<file path="config.mk">
export PLATFORM = sky130hd
export DESIGN_NAME = dual_mode_timer
export DESIGN_NICKNAME = d
export VERILOG_FILES = /design/src/rtl/dmt_pkg.sv /design/src/rtl/dmt_prescaler.sv /design/src/rtl/dmt_counter.sv /design/src/rtl/dmt_csr.sv /design/src/rtl/dual_mode_timer.sv
export SDC_FILE = /design/constraint.sdc
export NUM_CORES = 1
export LEC_CHECK = 0
export BUFFER_PORTS_ARGS = -buffer_cell sky130_fd_sc_hd__buf_2
export CELL_PAD_IN_SITES_DETAIL_PLACEMENT = 2
export CELL_PAD_IN_SITES_GLOBAL_PLACEMENT = 2
export CORE_UTILIZATION = 34
export CTS_BUF_LIST = sky130_fd_sc_hd__clkbuf_4
export DETAILED_ROUTE_END_ITERATION = 10
export PLACE_DENSITY_LB_ADDON = 0.15
export SYNTH_ARGS = -nofsm -noshare
export SYNTH_HDL_FRONTEND = slang
export SYNTH_HIERARCHICAL = 1
export SYNTH_SLANG_ARGS = --single-unit
</file>
<file path="constraint.sdc">
create_clock -name clk_i -period 2.15 [get_ports clk_i]
set_input_delay 0.1075 -clock clk_i [delete_from_list [all_inputs] [get_ports clk_i]]
set_output_delay 0.1075 -clock clk_i [all_outputs]
set_load 0.05 [all_outputs]
</file>
<file path="src/rtl/dmt_pkg.sv">
package dmt_pkg;

    localparam logic [7:0] CSR_KEY   = 8'hA5;
    localparam logic [7:0] CNT_KEY   = 8'h5A;

    typedef enum logic {
        MODE_INTERVAL = 1'b0,
        MODE_WATCHDOG = 1'b1
    } tmr_mode_e;

    // Control/status state plus the clear-handshake and pulse bits
    typedef struct packed {
        logic      flag;
        tmr_mode_e mode;
        logic      en;
        logic [2:0] cks;
        logic      armed;
        logic      pulse;
    } csr_state_t;

    // Log2 of the divide ratio for each clock-select code
    function automatic int tap_shift(input int sel);
        case (sel)
            0:       return 1;
            1:       return 6;
            2:       return 7;
            3:       return 9;
            4:       return 11;
            5:       return 13;
            6:       return 15;
            default: return 17;
        endcase
    endfunction

endpackage

</file>
<file path="src/rtl/dmt_prescaler.sv">
module dmt_prescaler
    import dmt_pkg::*;
#(
    parameter int SEL_W = 3,
    parameter int PRE_W = 17
) (
    input  logic             clk_i,
    input  logic             rst_ni,
    input  logic             run_i,
    input  logic [SEL_W-1:0] sel_i,
    output logic             tick_o
);

    localparam int TAPS = 1 << SEL_W;

    typedef struct packed {
        logic [PRE_W-1:0] pre;
    } pre_state_t;

    pre_state_t st_d, st_q;

    logic [PRE_W-1:0] mask_tbl [TAPS];
    logic [PRE_W-1:0] sel_mask;

    // One low-order mask per divide ratio
    for (genvar g = 0; g < TAPS; g++) begin : g_tap
        localparam int SH = tap_shift(g);
        assign mask_tbl[g] = {PRE_W{1'b1}} >> (PRE_W - SH);
    end

    assign sel_mask = mask_tbl[sel_i];
    assign tick_o   = run_i && ((st_q.pre & sel_mask) == sel_mask);

    always_comb begin
        st_d = st_q;
        if (!run_i) begin
            st_d.pre = '0;
        end else begin
            st_d.pre = st_q.pre + PRE_W'(1);
        end
    end

    always_ff @(posedge clk_i or negedge rst_ni) begin
        if (!rst_ni) begin
            st_q <= '0;
        end else begin
            st_q <= st_d;
        end
    end

    AST_PRESCALER_CLEAR: assert property (@(posedge clk_i) disable iff (!rst_ni)
        !run_i |=> (st_q.pre == '0));

endmodule

</file>
<file path="src/rtl/dmt_counter.sv">
module dmt_counter #(
    parameter int CNT_W = 8
) (
    input  logic             clk_i,
    input  logic             rst_ni,
    input  logic             run_i,
    input  logic             tick_i,
    input  logic             load_i,
    input  logic [CNT_W-1:0] load_val_i,
    output logic [CNT_W-1:0] cnt_o,
    output logic             wrap_o
);

    localparam logic [CNT_W-1:0] CNT_MAX = '1;

    typedef struct packed {
        logic [CNT_W-1:0] cnt;
    } cnt_state_t;

    cnt_state_t st_d, st_q;

    assign cnt_o  = st_q.cnt;
    assign wrap_o = run_i && tick_i && !load_i && (st_q.cnt == CNT_MAX);

    always_comb begin
        st_d = st_q;
        if (!run_i) begin
            st_d.cnt = '0;
        end else if (load_i) begin
            st_d.cnt = load_val_i;
        end else if (tick_i) begin
            st_d.cnt = st_q.cnt + CNT_W'(1);
        end
    end

    always_ff @(posedge clk_i or negedge rst_ni) begin
        if (!rst_ni) begin
            st_q <= '0;
        end else begin
            st_q <= st_d;
        end
    end

    AST_HOLD_DISABLED: assert property (@(posedge clk_i) disable iff (!rst_ni)
        !run_i |=> (cnt_o == '0));
    AST_LOAD_WINS: assert property (@(posedge clk_i) disable iff (!rst_ni)
        (run_i && load_i) |=> (cnt_o == $past(load_val_i)));
    AST_WRAP_TO_ZERO: assert property (@(posedge clk_i) disable iff (!rst_ni)
        wrap_o |=> (cnt_o == '0));

endmodule

</file>
<file path="src/rtl/dmt_csr.sv">
module dmt_csr
    import dmt_pkg::*;
(
    input  logic       clk_i,
    input  logic       rst_ni,
    input  logic       wr_i,
    input  logic [7:0] wdata_i,
    input  logic       rd_i,
    input  logic       wrap_i,
    output logic [7:0] csr_o,
    output logic       en_o,
    output logic [2:0] cks_o,
    output logic       flag_o,
    output logic       pulse_o
);

    csr_state_t st_d, st_q;
    logic       unused_rsv;

    assign unused_rsv = ^wdata_i[4:3];

    assign csr_o   = {st_q.flag, st_q.mode, st_q.en, 2'b11, st_q.cks};
    assign en_o    = st_q.en;
    assign cks_o   = st_q.cks;
    assign flag_o  = st_q.flag;
    assign pulse_o = st_q.pulse;

    always_comb begin
        st_d       = st_q;
        st_d.pulse = 1'b0;
        // A read that sees the flag arms the clear
        if (rd_i && st_q.flag) begin
            st_d.armed = 1'b1;
        end
        if (wr_i) begin
            st_d.mode  = tmr_mode_e'(wdata_i[6]);
            st_d.en    = wdata_i[5];
            st_d.cks   = wdata_i[2:0];
            if (!wdata_i[7] && st_q.armed) begin
                st_d.flag = 1'b0;
            end
            st_d.armed = 1'b0;
        end
        // Overflow event has priority over a clear
        if (wrap_i) begin
            if (st_q.mode == MODE_INTERVAL) begin
                st_d.flag = 1'b1;
            end else begin
                st_d.pulse = 1'b1;
            end
        end
    end

    always_ff @(posedge clk_i or negedge rst_ni) begin
        if (!rst_ni) begin
            st_q <= '{flag: 1'b0, mode: MODE_INTERVAL, en: 1'b0, cks: 3'd0,
                      armed: 1'b0, pulse: 1'b0};
        end else begin
            st_q <= st_d;
        end
    end

    AST_FLAG_INTERVAL_ONLY: assert property (@(posedge clk_i) disable iff (!rst_ni)
        $rose(st_q.flag) |-> ($past(st_q.mode) == MODE_INTERVAL));
    AST_NO_FLAG_IN_WDOG: assert property (@(posedge clk_i) disable iff (!rst_ni)
        (wrap_i && st_q.mode == MODE_WATCHDOG && !st_q.flag) |=> !st_q.flag);
    AST_PULSE_SINGLE: assert property (@(posedge clk_i) disable iff (!rst_ni)
        st_q.pulse |=> !st_q.pulse);
    AST_CLEAR_NEEDS_ARM: assert property (@(posedge clk_i) disable iff (!rst_ni)
        $fell(st_q.flag) |-> $past(wr_i && st_q.armed && !wdata_i[7]));

endmodule

</file>
<file path="src/rtl/dual_mode_timer.sv">
module dual_mode_timer
    import dmt_pkg::*;
#(
    parameter int REG_W = 8,
    parameter int BUS_W = 16,
    parameter int SEL_W = 3,
    parameter int PRE_W = 17
) (
    input  logic             clk_i,
    input  logic             rst_ni,
    input  logic             bus_wr_i,
    input  logic             bus_rd_i,
    input  logic             bus_addr_i,
    input  logic [BUS_W-1:0] bus_wdata_i,
    output logic [REG_W-1:0] bus_rdata_o,
    output logic             irq_o,
    output logic             wdog_ovf_o
);

    localparam int CNT_W   = REG_W;
    localparam int KEY_LSB = BUS_W - 8;

    logic [7:0]       key;
    logic             csr_wr, cnt_wr, csr_rd;
    logic [7:0]       csr_val;
    logic             en;
    logic [2:0]       cks;
    logic             flag;
    logic             tick;
    logic             wrap;
    logic [CNT_W-1:0] cnt;

    assign key    = bus_wdata_i[BUS_W-1:KEY_LSB];
    assign csr_wr = bus_wr_i && !bus_addr_i && (key == CSR_KEY);
    assign cnt_wr = bus_wr_i &&  bus_addr_i && (key == CNT_KEY);
    assign csr_rd = bus_rd_i && !bus_addr_i;

    dmt_prescaler #(.SEL_W(SEL_W), .PRE_W(PRE_W)) u_pre (
        .clk_i  (clk_i),
        .rst_ni (rst_ni),
        .run_i  (en),
        .sel_i  (cks[SEL_W-1:0]),
        .tick_o (tick)
    );

    dmt_counter #(.CNT_W(CNT_W)) u_cnt (
        .clk_i      (clk_i),
        .rst_ni     (rst_ni),
        .run_i      (en),
        .tick_i     (tick),
        .load_i     (cnt_wr),
        .load_val_i (bus_wdata_i[CNT_W-1:0]),
        .cnt_o      (cnt),
        .wrap_o     (wrap)
    );

    dmt_csr u_csr (
        .clk_i   (clk_i),
        .rst_ni  (rst_ni),
        .wr_i    (csr_wr),
        .wdata_i (bus_wdata_i[7:0]),
        .rd_i    (csr_rd),
        .wrap_i  (wrap),
        .csr_o   (csr_val),
        .en_o    (en),
        .cks_o   (cks),
        .flag_o  (flag),
        .pulse_o (wdog_ovf_o)
    );

    assign bus_rdata_o = bus_addr_i ? cnt : csr_val;
    assign irq_o       = flag;

    AST_BAD_KEY_IGNORED: assert property (@(posedge clk_i) disable iff (!rst_ni)
        (bus_wr_i && !bus_addr_i && key != CSR_KEY) |=> $stable(csr_val[6:0]));

endmodule

</file>
==> reports/metrics.csv <==
metric,value,unit
status,"complete, no violations",
"CTS clk-pin slew, worst paths",0.10,ns
CP Data Arrival Time,2.27,ns
# diodes,0,
Worst Tran Pin Value,0.7874,ns
Syn-to-layout area delta,16.31,%
Num CTS Buffers,5,
Vias,1546,
Die Ht,78.01,um
Placement Rows,27,
Max Root-Sink Buffers,2,
largest net degree at the start of global routing,34,
Starting Density,35.46,%
simple-gate share of the synthesized area,24.27,%
DR WL/cell,17.84,um
Skew-Pair Late Insertion Delay,0.33,ns
nets,244,
largest family of logic cells by synthesized area,simple AND/OR/NAND/NOR gates,
syn avg cell area,10.50,um2
top-level port count,31,
Max Cap Viol,0,
yosys synthesis warning count,6,
Setup TNS Final,0,ns
Synth cell types,48,
"Hold Vio Cnt, Final",0,
vias per cell,5.259,
share of cells above drive strength 1,31.08,%
adder-cell share of the synthesized area,1.274,%
Synth area leaders,"dfrtp_1, xnor2_1, and2_1",
setup violators final,0,
Clock Root Buffer,clkbuf_4,
pins over their slew limit,0,
pre-CTS setup slack,0.002229,ns
Post-synth ARST share,100.0,%
skew final,0.005871,ns
post-synthesis sequential area ratio,42.04,%
CP Data Required Time,2.41,ns
first-pass iteration count of the detailed router,4,
xor-xnor portion of the synthesized cell area,5.796,%
post-detailed-route count of antenna-violating nets,0,
first-pass GRT wire length,8749,um
vias in the first global route,1750,
drt total wl,5245,um
CP Class,reg -> reg,
final core utilization,41.24,%
crit path time final,2.016,ns
post-synthesis mux area share,8.153,%
"EDFF count, synth",0,
placer congestion estimate,0.7478,
total track usage,18.83,%
CTS tree,done,
Iter 0 DRT Violations,78,
share of the synthesized area in the top cell type,42.04,%
synthesized instance count,187,
Yosys reg bits,33,
Sink Count,33,
remaining global-route overflow,0,
Die X,78.01,um
Core Area,0.005540,mm2
die area,0.006086,mm2
Final WS setup,0.1341,ns
type of origin of the critical path,flop,
Remaining DRCs,0,
Synth Flop Type,dfrtp_1,
hold slack,0.02738,ns
pwr/cell area,526.5,mW/mm2
Pleak,1.037,nW
worst vdd ir,0.2037,mV
FMAX,0.4961,GHz
"area leader, netlist",dfrtp_1,
Max-slew headroom,47.50,%
port bufs,30,
Final HPWL DP,3623,um
Worst Hold Class,in -> reg,
complex-gate fraction of the synthesized area,11.21,%
post-synth design cell area,0.001964,mm2
H-tree levels,2,
Final Cycle Share,93.76,%
peak fanout along the critical path,5,
crit end category,flop,
initial antenna violation count,0,
-- synthesized netlist by cell type (all sizes together), types with 5 or more instances --
master,number
a21boi,5
a31oi,6
and2,15
buf,14
dfrtp,33
mux2,12
nand2,14
nand3,6
nand4,7
o21ai,15
or3,6
xnor2,11
-- final timing paths --
check / endpoint / cells after the start / slack, ns / startpoint
worst max register to register: u_cnt/cnt_o[3]$_DFFE_PN0P_ / 7 / 0.13 / u_csr/cks_o[1]$_DFFE_PN0P_
worst min-delay path: u_csr/cks_o[1]$_DFFE_PN0P_ / 2 / 0.03 / bus_wdata_i[1]
worst max-delay path: u_cnt/cnt_o[3]$_DFFE_PN0P_ / 7 / 0.13 / u_csr/cks_o[1]$_DFFE_PN0P_
min in group asynchronous: u_pre/st_q[14]$_DFF_PN0_ / 2 / 0.37 / rst_ni
worst min register to register: u_pre/st_q[0]$_DFF_PN0_ / 1 / 0.51 / u_pre/st_q[0]$_DFF_PN0_
max in group asynchronous: u_pre/st_q[6]$_DFF_PN0_ / 2 / 1.22 / rst_ni
-- registers in the layout (all words and copies together) (netlist names) --
name and cells:
u_csr/st_q 1, u_csr/cks_o 3, u_csr/csr_o 1, u_pre/st_q 17, u_csr/pulse_o 1, u_csr/flag_o 1, u_csr/en_o 1, u_cnt/cnt_o 8
-- power by group --
part	internal [W]	switching [W]	total [W]
registers	0.000624	0.00000319	0.000627
logic	0.0000398	0.0000565	0.0000963
clock network	0.000255	0.000225	0.000479
-- critical path, cell delays in order, from the launching register on --
cell and delay (ns):
dfrtp_1 0.42, a21boi_0 0.15, o21ai_2 0.16, a41oi_2 0.14, nor3_2 0.30, nand2_2 0.13
or3_2 0.47, a31oi_1 0.19
-- layer usage --
metal	global-route usage [%]	vias up	wire, um
met3	3.837	2	137
met4	4.444	0	21
met2	36.90	25	2873
met5	0	-	0
li1	-	735	-
met1	20.51	784	2214
-- cells in the final DEF (no fill, tap or decap), types with 2 or more instances in the layout --
cell	instances
dfrtp_1	31
dlygate4sd3_1	4
clkbuf_4	6
nor3_1	2
conb_1	2
buf_4	8
ha_1	2
and3_1	2
o31ai_1	2
nand2_2	2
inv_1	4
o21ai_1	4
or4_1	2
mux2_2	7
nand3_1	6
a21oi_1	2
nor2b_1	2
mux2_4	4
nor4bb_1	2
nand2b_1	3
a31oi_1	6
a21boi_1	4
o21ai_0	10
and2_1	15
dfrtp_2	2
nand2_1	12
xor2_1	2
or3_1	5
xnor2_1	11
nand4_1	5
buf_2	30
-- cell families (layout without fill, tap and decap cells) --
group	after synthesis	count (layout)
buffers and inverters	20	54
multiplexers	13	13
other	1	2
AND/OR/NAND/NOR	70	70
XOR/XNOR	13	13
AO/OA/AOI/OAI	35	35
flip-flops	33	33
adder cells (fa/ha/maj)	2	2
-- final cells by class --
type / count / area [um2]
fillers: 613 / 3256
clock buffers: 6 / 45.04
inverters: 4 / 15.01
well taps: 72 / 90.09
multi-input cells: 135 / 1022
flip-flops and latches: 33 / 828.3
repair buffers: 42 / 250.2
clock inverters: 2 / 33.78
-- stage by stage --
stage / power (W) / instance area [um2] / std cells
2_1_floorplan: 0.0006940 / 1973 / 188
3_3_place_gp: 0.0007265 / 2120 / 278
3_5_place_dp: 0.0007304 / 2120 / 278
4_1_cts: 0.001228 / 2246 / 291
5_1_grt: 0.001257 / 2285 / 294
6_report: 0.001203 / 2285 / 294
-- repair_timing --
item                                    in CTS  in global routing
hold buffers                                 4                  0
setup buffers                                1                  3
pin swaps                                    1                  7
gates resized for setup                      0                  6
endpoints found under the setup margin       4                  7
hold endpoints to repair                    36                  0
Note: power is estimated with default switching activity, not from simulation.
